### config.mk
export PLATFORM = sky130hd
export DESIGN_NAME = dma_chreg_engine
export DESIGN_NICKNAME = d
export VERILOG_FILES = /design/src/rtl/dma_chreg_pkg.sv /design/src/rtl/dma_ch_slot.sv /design/src/rtl/dma_strobe_dec.sv /design/src/rtl/dma_chreg_engine.sv
export SDC_FILE = /design/constraint.sdc
export NUM_CORES = 1
export LEC_CHECK = 0
export ABC_AREA = 1
export CAP_MARGIN = 20
export CORE_AREA = 8 8 146 148
export CTS_BUF_LIST = sky130_fd_sc_hd__clkbuf_16
export CTS_CLUSTER_DIAMETER = 200
export DETAILED_ROUTE_END_ITERATION = 8
export DIE_AREA = 0 0 154 156
export PLACE_DENSITY = 0.74
export SLEW_MARGIN = 20
export SYNTH_ARGS = -nofsm -noshare
export SYNTH_HDL_FRONTEND = slang
export SYNTH_SLANG_ARGS = --single-unit
export TNS_END_PERCENT = 100
### constraint.sdc
create_clock -name clk -period 1.81 [get_ports clk]
set_input_delay 0.2715 -clock clk [delete_from_list [all_inputs] [get_ports clk]]
set_output_delay 0.2715 -clock clk [all_outputs]
set_load 0.01 [all_outputs]
### src/rtl/dma_chreg_pkg.sv
package dma_chreg_pkg;
   typedef enum logic [1:0] {
      XT_VERIFY = 2'b00,
      XT_WRITE  = 2'b01,
      XT_READ   = 2'b10,
      XT_BAD    = 2'b11
   } xfer_type_e;

   typedef struct packed {
      logic mem_rd;
      logic mem_wr;
      logic io_rd;
      logic io_wr;
   } strobe_t;
endpackage

### src/rtl/dma_ch_slot.sv
module dma_ch_slot #(
   parameter int AW = 16,
   parameter int CW = 14
) (
   input  logic          clk,
   input  logic          rst_n,
   input  logic          ld_addr,
   input  logic          ld_word,
   input  logic [AW-1:0] wdata,
   input  logic          adv,
   input  logic          rld,
   input  logic [AW-1:0] rld_addr,
   input  logic [AW-1:0] rld_word,
   output logic [AW-1:0] addr_q,
   output logic [AW-1:0] word_q
);
   localparam int TW = AW - CW;

   if (TW != 2) begin : g_bad_w
      $error("dma_ch_slot: AW must equal CW + 2");
   end

   always_ff @(posedge clk) begin
      if (!rst_n) begin
         addr_q <= '0;
         word_q <= '0;
      end else begin
         if (ld_addr)  addr_q <= wdata;
         else if (rld) addr_q <= rld_addr;
         else if (adv) addr_q <= addr_q + 1'b1;

         if (ld_word)  word_q <= wdata;
         else if (rld) word_q <= rld_word;
         else if (adv) word_q <= {word_q[AW-1:CW], word_q[CW-1:0] - 1'b1};
      end
   end
endmodule

### src/rtl/dma_strobe_dec.sv
module dma_strobe_dec
   import dma_chreg_pkg::*;
#(
   parameter bit EXT_WRITE_EN = 1'b1
) (
   input  logic       go,
   input  xfer_type_e ty,
   input  logic       ext_mode,
   output strobe_t    stb,
   output logic       ext_write
);
   always_comb begin
      stb = '0;
      if (go) begin
         unique case (ty)
            XT_READ:  begin stb.mem_rd = 1'b1; stb.io_wr = 1'b1; end
            XT_WRITE: begin stb.io_rd  = 1'b1; stb.mem_wr = 1'b1; end
            default:  stb = '0;
         endcase
      end
   end

   if (EXT_WRITE_EN) begin : g_ext
      assign ext_write = ext_mode & (stb.mem_wr | stb.io_wr);
   end else begin : g_no_ext
      logic unused_ext;
      assign unused_ext = ext_mode;
      assign ext_write  = 1'b0;
   end
endmodule

### src/rtl/dma_chreg_engine.sv
module dma_chreg_engine
   import dma_chreg_pkg::*;
#(
   parameter int NCH          = 4,
   parameter int ADDR_W       = 16,
   parameter int CNT_W        = 14,
   parameter int RLD_DST      = 2,
   parameter int RLD_SRC      = 3,
   parameter bit EXT_WRITE_EN = 1'b1
) (
   input  logic                    clk,
   input  logic                    rst_n,
   input  logic                    cpu_wr,
   input  logic                    cpu_rd,
   input  logic [$clog2(2*NCH):0]  cpu_sel,
   input  logic [ADDR_W-1:0]       cpu_wdata,
   output logic [ADDR_W-1:0]       cpu_rdata,
   input  logic                    xfer_done,
   input  logic [$clog2(NCH)-1:0]  xfer_ch,
   output logic [NCH*ADDR_W-1:0]   ch_addr,
   output logic [NCH-1:0]          ch_tc,
   output logic                    mem_rd_en,
   output logic                    mem_wr_en,
   output logic                    io_rd_en,
   output logic                    io_wr_en,
   output logic                    ext_write
);
   localparam int TYPE_W  = 2;
   localparam int WORD_W  = CNT_W + TYPE_W;
   localparam int CH_W    = $clog2(NCH);
   localparam int SEL_W   = $clog2(2*NCH) + 1;
   localparam int MODE_W  = NCH + 4;
   localparam int STAT_W  = NCH + 1;
   localparam int MB_EXT  = NCH + 1;
   localparam int MB_STOP = NCH + 2;
   localparam int MB_AUTO = NCH + 3;
   localparam logic [SEL_W-1:0] SEL_STAT = SEL_W'(2*NCH);
   localparam logic [SEL_W-1:0] SEL_MODE = SEL_W'(2*NCH + 1);
   localparam logic [CH_W-1:0]  DST_CH   = CH_W'(RLD_DST);

   if (WORD_W != ADDR_W) begin : g_chk_w
      $error("dma_chreg_engine: count word must match address width");
   end
   if (RLD_DST >= NCH || RLD_SRC >= NCH || RLD_DST == RLD_SRC) begin : g_chk_r
      $error("dma_chreg_engine: bad reload channel pair");
   end
   if (MODE_W > ADDR_W) begin : g_chk_m
      $error("dma_chreg_engine: mode register wider than data bus");
   end

   logic [ADDR_W-1:0] addr_a [NCH];
   logic [WORD_W-1:0] word_a [NCH];
   logic [MODE_W-1:0] mode_q;
   logic [STAT_W-1:0] status_q;

   // selected-channel decode
   logic [WORD_W-1:0] xfer_word;
   xfer_type_e        xfer_ty;
   logic              go, tc_hit, reload;

   assign xfer_word = word_a[xfer_ch];
   assign xfer_ty   = xfer_type_e'(xfer_word[WORD_W-1 -: TYPE_W]);
   assign go        = xfer_done & mode_q[xfer_ch] & (xfer_ty != XT_BAD);
   assign tc_hit    = go & (xfer_word[CNT_W-1:0] == '0);
   assign reload    = tc_hit & mode_q[MB_AUTO] & (xfer_ch == DST_CH);

   // cpu write decode
   logic            chan_wr;
   logic [CH_W-1:0] wr_ch;
   assign chan_wr = cpu_wr & (cpu_sel < SEL_STAT);
   assign wr_ch   = cpu_sel[CH_W:1];

   for (genvar i = 0; i < NCH; i++) begin : g_ch
      logic hit_wr, hit_x;
      assign hit_wr = chan_wr & (wr_ch == CH_W'(i));
      assign hit_x  = xfer_ch == CH_W'(i);

      dma_ch_slot #(.AW(ADDR_W), .CW(CNT_W)) u_slot (
         .clk      (clk),
         .rst_n    (rst_n),
         .ld_addr  (hit_wr & ~cpu_sel[0]),
         .ld_word  (hit_wr & cpu_sel[0]),
         .wdata    (cpu_wdata),
         .adv      (go & hit_x),
         .rld      ((i == RLD_DST) ? reload : 1'b0),
         .rld_addr (addr_a[RLD_SRC]),
         .rld_word (word_a[RLD_SRC]),
         .addr_q   (addr_a[i]),
         .word_q   (word_a[i])
      );

      assign ch_addr[i*ADDR_W +: ADDR_W] = addr_a[i];
      assign ch_tc[i] = tc_hit & hit_x;
   end

   // mode register: CPU write wins over the stop-at-terminal-count clear
   always_ff @(posedge clk) begin
      if (!rst_n) begin
         mode_q <= '0;
      end else if (cpu_wr && cpu_sel == SEL_STAT) begin
         mode_q <= cpu_wdata[MODE_W-1:0];
      end else if (tc_hit && mode_q[MB_STOP] && !reload) begin
         mode_q[xfer_ch] <= 1'b0;
      end
   end

   // status register: events in the read cycle survive the clear
   logic [STAT_W-1:0] stat_set;
   assign stat_set = {reload, ch_tc};

   always_ff @(posedge clk) begin
      if (!rst_n) begin
         status_q <= '0;
      end else if (cpu_rd && cpu_sel == SEL_STAT) begin
         status_q <= stat_set;
      end else begin
         status_q <= status_q | stat_set;
      end
   end

   always_comb begin
      cpu_rdata = '0;
      if (cpu_sel < SEL_STAT) begin
         cpu_rdata = cpu_sel[0] ? word_a[wr_ch] : addr_a[wr_ch];
      end else if (cpu_sel == SEL_STAT) begin
         cpu_rdata = ADDR_W'(status_q);
      end else if (cpu_sel == SEL_MODE) begin
         cpu_rdata = ADDR_W'(mode_q);
      end
   end

   strobe_t stb;
   dma_strobe_dec #(.EXT_WRITE_EN(EXT_WRITE_EN)) u_dec (
      .go        (go),
      .ty        (xfer_ty),
      .ext_mode  (mode_q[MB_EXT]),
      .stb       (stb),
      .ext_write (ext_write)
   );

   assign mem_rd_en = stb.mem_rd;
   assign mem_wr_en = stb.mem_wr;
   assign io_rd_en  = stb.io_rd;
   assign io_wr_en  = stb.io_wr;
endmodule

==> flow_summary_export.csv <==
group,metric,value,unit
critical_path,r2r-start,"g_ch[3].u_slot.word_q[0]",
min_path,hp-start,"rst_n",
placement,portBuffers,115,
cells_and_area,final_cell_area,0.0170,mm^2
placement,gp_congestion,1.05,
grt,grt_max_degree,44,
synth,synth-simple-area-share,0.284,
sta,finalSetupViolCount,73,
grt,grt_pass1_vias,12989,
sta,tightest_slew,0.778,ns
floorplan,die_height,156,um
critical_path,crit_type,"flip-flop to output port",
route,num_vias,14462,
synth,synth_top_cells_by_count,"340 x nand2_1, 175 x inv_1, 141 x dfxtp_1",
sta,drv_slew,0,
clocking,cts_max_path_buffers,2,
sta,min_period_over_period,1.25,
clocking,cts_buffers,17,
critical_path,arrival,2.00,ns
run_status,violations,"negative setup slack",
synth,synth_area_leaders,"dfxtp_1 30%, nand2_1 14%, inv_1 7.0%",
run_status,status,"finished with violations",
cells_and_area,antenna_cells,0,
placement,dpl.cell_count,2152,
floorplan,pin_count,116,
floorplan,die_w,154,um
clocking,clock-sinks,141,
clocking,clkTransAtPathRegs,0.07,ns
sta,hold_viol_final,0,
sta,relSlewSlack,0.480,
critical_path,crit_fanout,4,
critical_path,worst_setup_path_start_kind,"flip-flop",
sta,fmax,441,MHz
synth,synth_compound_area_frac,0.232,
synth,synthAdderAreaFrac,0.0106,
synth,synth_xor_area_frac,0.0640,
synth,syn_area,0.00944,mm^2
grt,grt_pass1_wl,74.8,mm
synth,synth.avg_cell_area,6.42,um^2
synth,yosysWarnings,0,
synth,synth-edff-count,0,
synth,ys_seq_area_frac,0.299,
route,avgRoutedWirePerCell,25.1,um
min_path,min_path_type,"input port to flip-flop",
synth,synth_seq_cells,141,
floorplan,core,0.0191,mm^2
placement,place_area,0.0137,mm^2
synth,async_reset_ff_frac,0,
synth,synth_top_family_by_area,"simple AND/OR/NAND/NOR gates",
route,drtIter0Drc,2058,
power,max-vdd-ir-drop,0.681,mV
critical_path,end_kind,"output port",
synth,synthMuxAreaShare,0,
sta,finalSetupTns,-17.87,ns
route,wirelength,56.5,mm
min_path,hold_path_end,"g_ch[3].u_slot.word_q[2]",
power,leakage,7.31,nW
grt,antenna_found_initial,3,
synth,synth-main-ff-cell,"dfxtp_1",
sta,finClkSkew,0.0137,ns
synth,yosysMostFrequentCell,"nand2_1",
route,viasPerCell,6.42,
grt,grt.total_usage,0.407,
route,first_pass_iters,7,
sta,worst_slack,-0.458,ns
route,drcViolationCount,0,
cells_and_area,drive_gt1_frac,0.474,
cells_and_area,areaGrowthSynthToFinish,80.0,%
critical_path,r2r_end,"g_ch[2].u_slot.word_q[6]",
run,maxCapViolCount,0,
cells_and_area,fin_cells,2253,
synth,syn_nets,1505,
cells_and_area,nets,2037,
cells_and_area,final_util,0.891,
floorplan,rows,51,
route,postRouteAntennaNets,0,
clocking,cts_root_buffer,"clkbuf_16",
critical_path,rr_worst_depth,15,
grt,grt_overflow,0,
sta,rsz0062_at_grt,"true",
floorplan,dieArea,0.0240,mm^2
synth,synthCells,1470,
placement,dp_hpwl,35.9,mm
critical_path,r2r_slack,-0.43,ns
synth,synth_top_area_cell,"dfxtp_1",
min_path,holdPathStages,3,
synth,synth_top_cell_area_share,0.299,
clocking,cts_tree,"built",
critical_path,worstPathRequired,1.54,ns
sta,whs,0.167,ns
power,power_density,522,mW/mm^2
synth,synthDistinctLibCells,45,
clocking,clkLatencyLatePin,0.46,ns
clocking,htreeDepth,4,
sta,period_needed,2.27,ns
floorplan,initial_utilization,0.495,
-- layout make-up --
class / instances / area, um^2
Inverter: 198 / 868
Clock inverter: 15 / 150
Timing Repair Buffer: 573 / 5150
Tap cell: 238 / 298
Clock buffer: 17 / 425
Fill cell: 908 / 2080
Multi-Input combinational cell: 1071 / 7170
Sequential cell: 141 / 2930
-- worst max-delay path: stages (launching register included) --
cell	delay (ns)
dfxtp_2	0.34
nor2_1	0.15
nand2_1	0.13
nor2_4	0.12
nand2_4	0.12
nand2_2	0.10
nand2_2	0.07
nor2_4	0.13
inv_2	0.10
nor2_2	0.12
buf_2	0.16
-- routing by layer --
| layer | wire length [um] | global-route usage | vias up |
|---|---|---|---|
| met1 | 18500 | 0.450 | 6661 |
| li1 | - | - | 6022 |
| met3 | 7980 | 0.125 | 482 |
| met4 | 6110 | 0.351 | 4 |
| met2 | 23800 | 0.634 | 1293 |
| met5 | 126 | 0 | - |
-- where the power goes --
part / internal, mW / switching, mW
Clock: 2.02 / 1.60
Combinational: 0.847 / 1.19
Sequential: 3.15 / 0.0506
Total: 6.02 / 2.84
-- placed cells by master (no fill, tap or decap), drive strengths merged, types with 12 or more instances in the layout --
cell type	count
a21oi	114
a221oi	12
a31oi	38
buf	482
clkbuf	20
clkdlybuf4s50	68
dfxtp	141
inv	197
nand2	347
nand3	99
nand4	12
nor2	131
nor3	31
o211ai	15
o21ai	96
o22ai	53
xnor2	13
xor2	56
-- metrics by stage --
stage | power, mW | setup slack (ns)
final | 8.86 | -0.458
after global routing | 9.05 | -0.511
after CTS | 8.45 | -0.356
after detailed placement | 4.76 | -1.10
after global placement | 4.75 | -1.11
after floorplan | 3.90 | 0.0273
-- state kept, by name, summed over array words and instances, names as in the netlist --
| name | flops |
|---|---|
| mode_q | 8 |
| g_ch.u_slot.word_q | 64 |
| g_ch.u_slot.addr_q | 64 |
| status_q | 5 |
-- logic make-up (layout without fill, tap and decap cells) --
| family | after synthesis | in the layout |
|---|---|---|
| buf+inv | 259 | 803 |
| fa+ha+maj | 8 | 8 |
| xor+xnor | 69 | 69 |
| flops | 141 | 141 |
| compound gates | 368 | 368 |
| simple gates | 625 | 626 |
-- repair_timing --
action / in CTS / in global routing
resized for setup: 460 / 316
hold buffers: 0 / 0
cloned: 10 / 3
buffers inserted: 39 / 41
setup endpoints to repair: 169 / 150
pin swaps: 63 / 120
-- worst max-delay path by stage --
| stage | start | endpoint |
|---|---|---|
| global route | g_ch[3].u_slot.word_q[2] | ch_tc[1] |
| detailed placement | cpu_sel[1] | cpu_rdata[5] |
| global placement | cpu_sel[1] | cpu_rdata[5] |
| floorplan | g_ch[3].u_slot.addr_q[0] | g_ch[3].u_slot.addr_q[12] |
| CTS | g_ch[2].u_slot.word_q[10] | ch_tc[0] |
| finish | g_ch[3].u_slot.word_q[0] | ch_tc[3] |
Power figures use the tool's default switching activity.
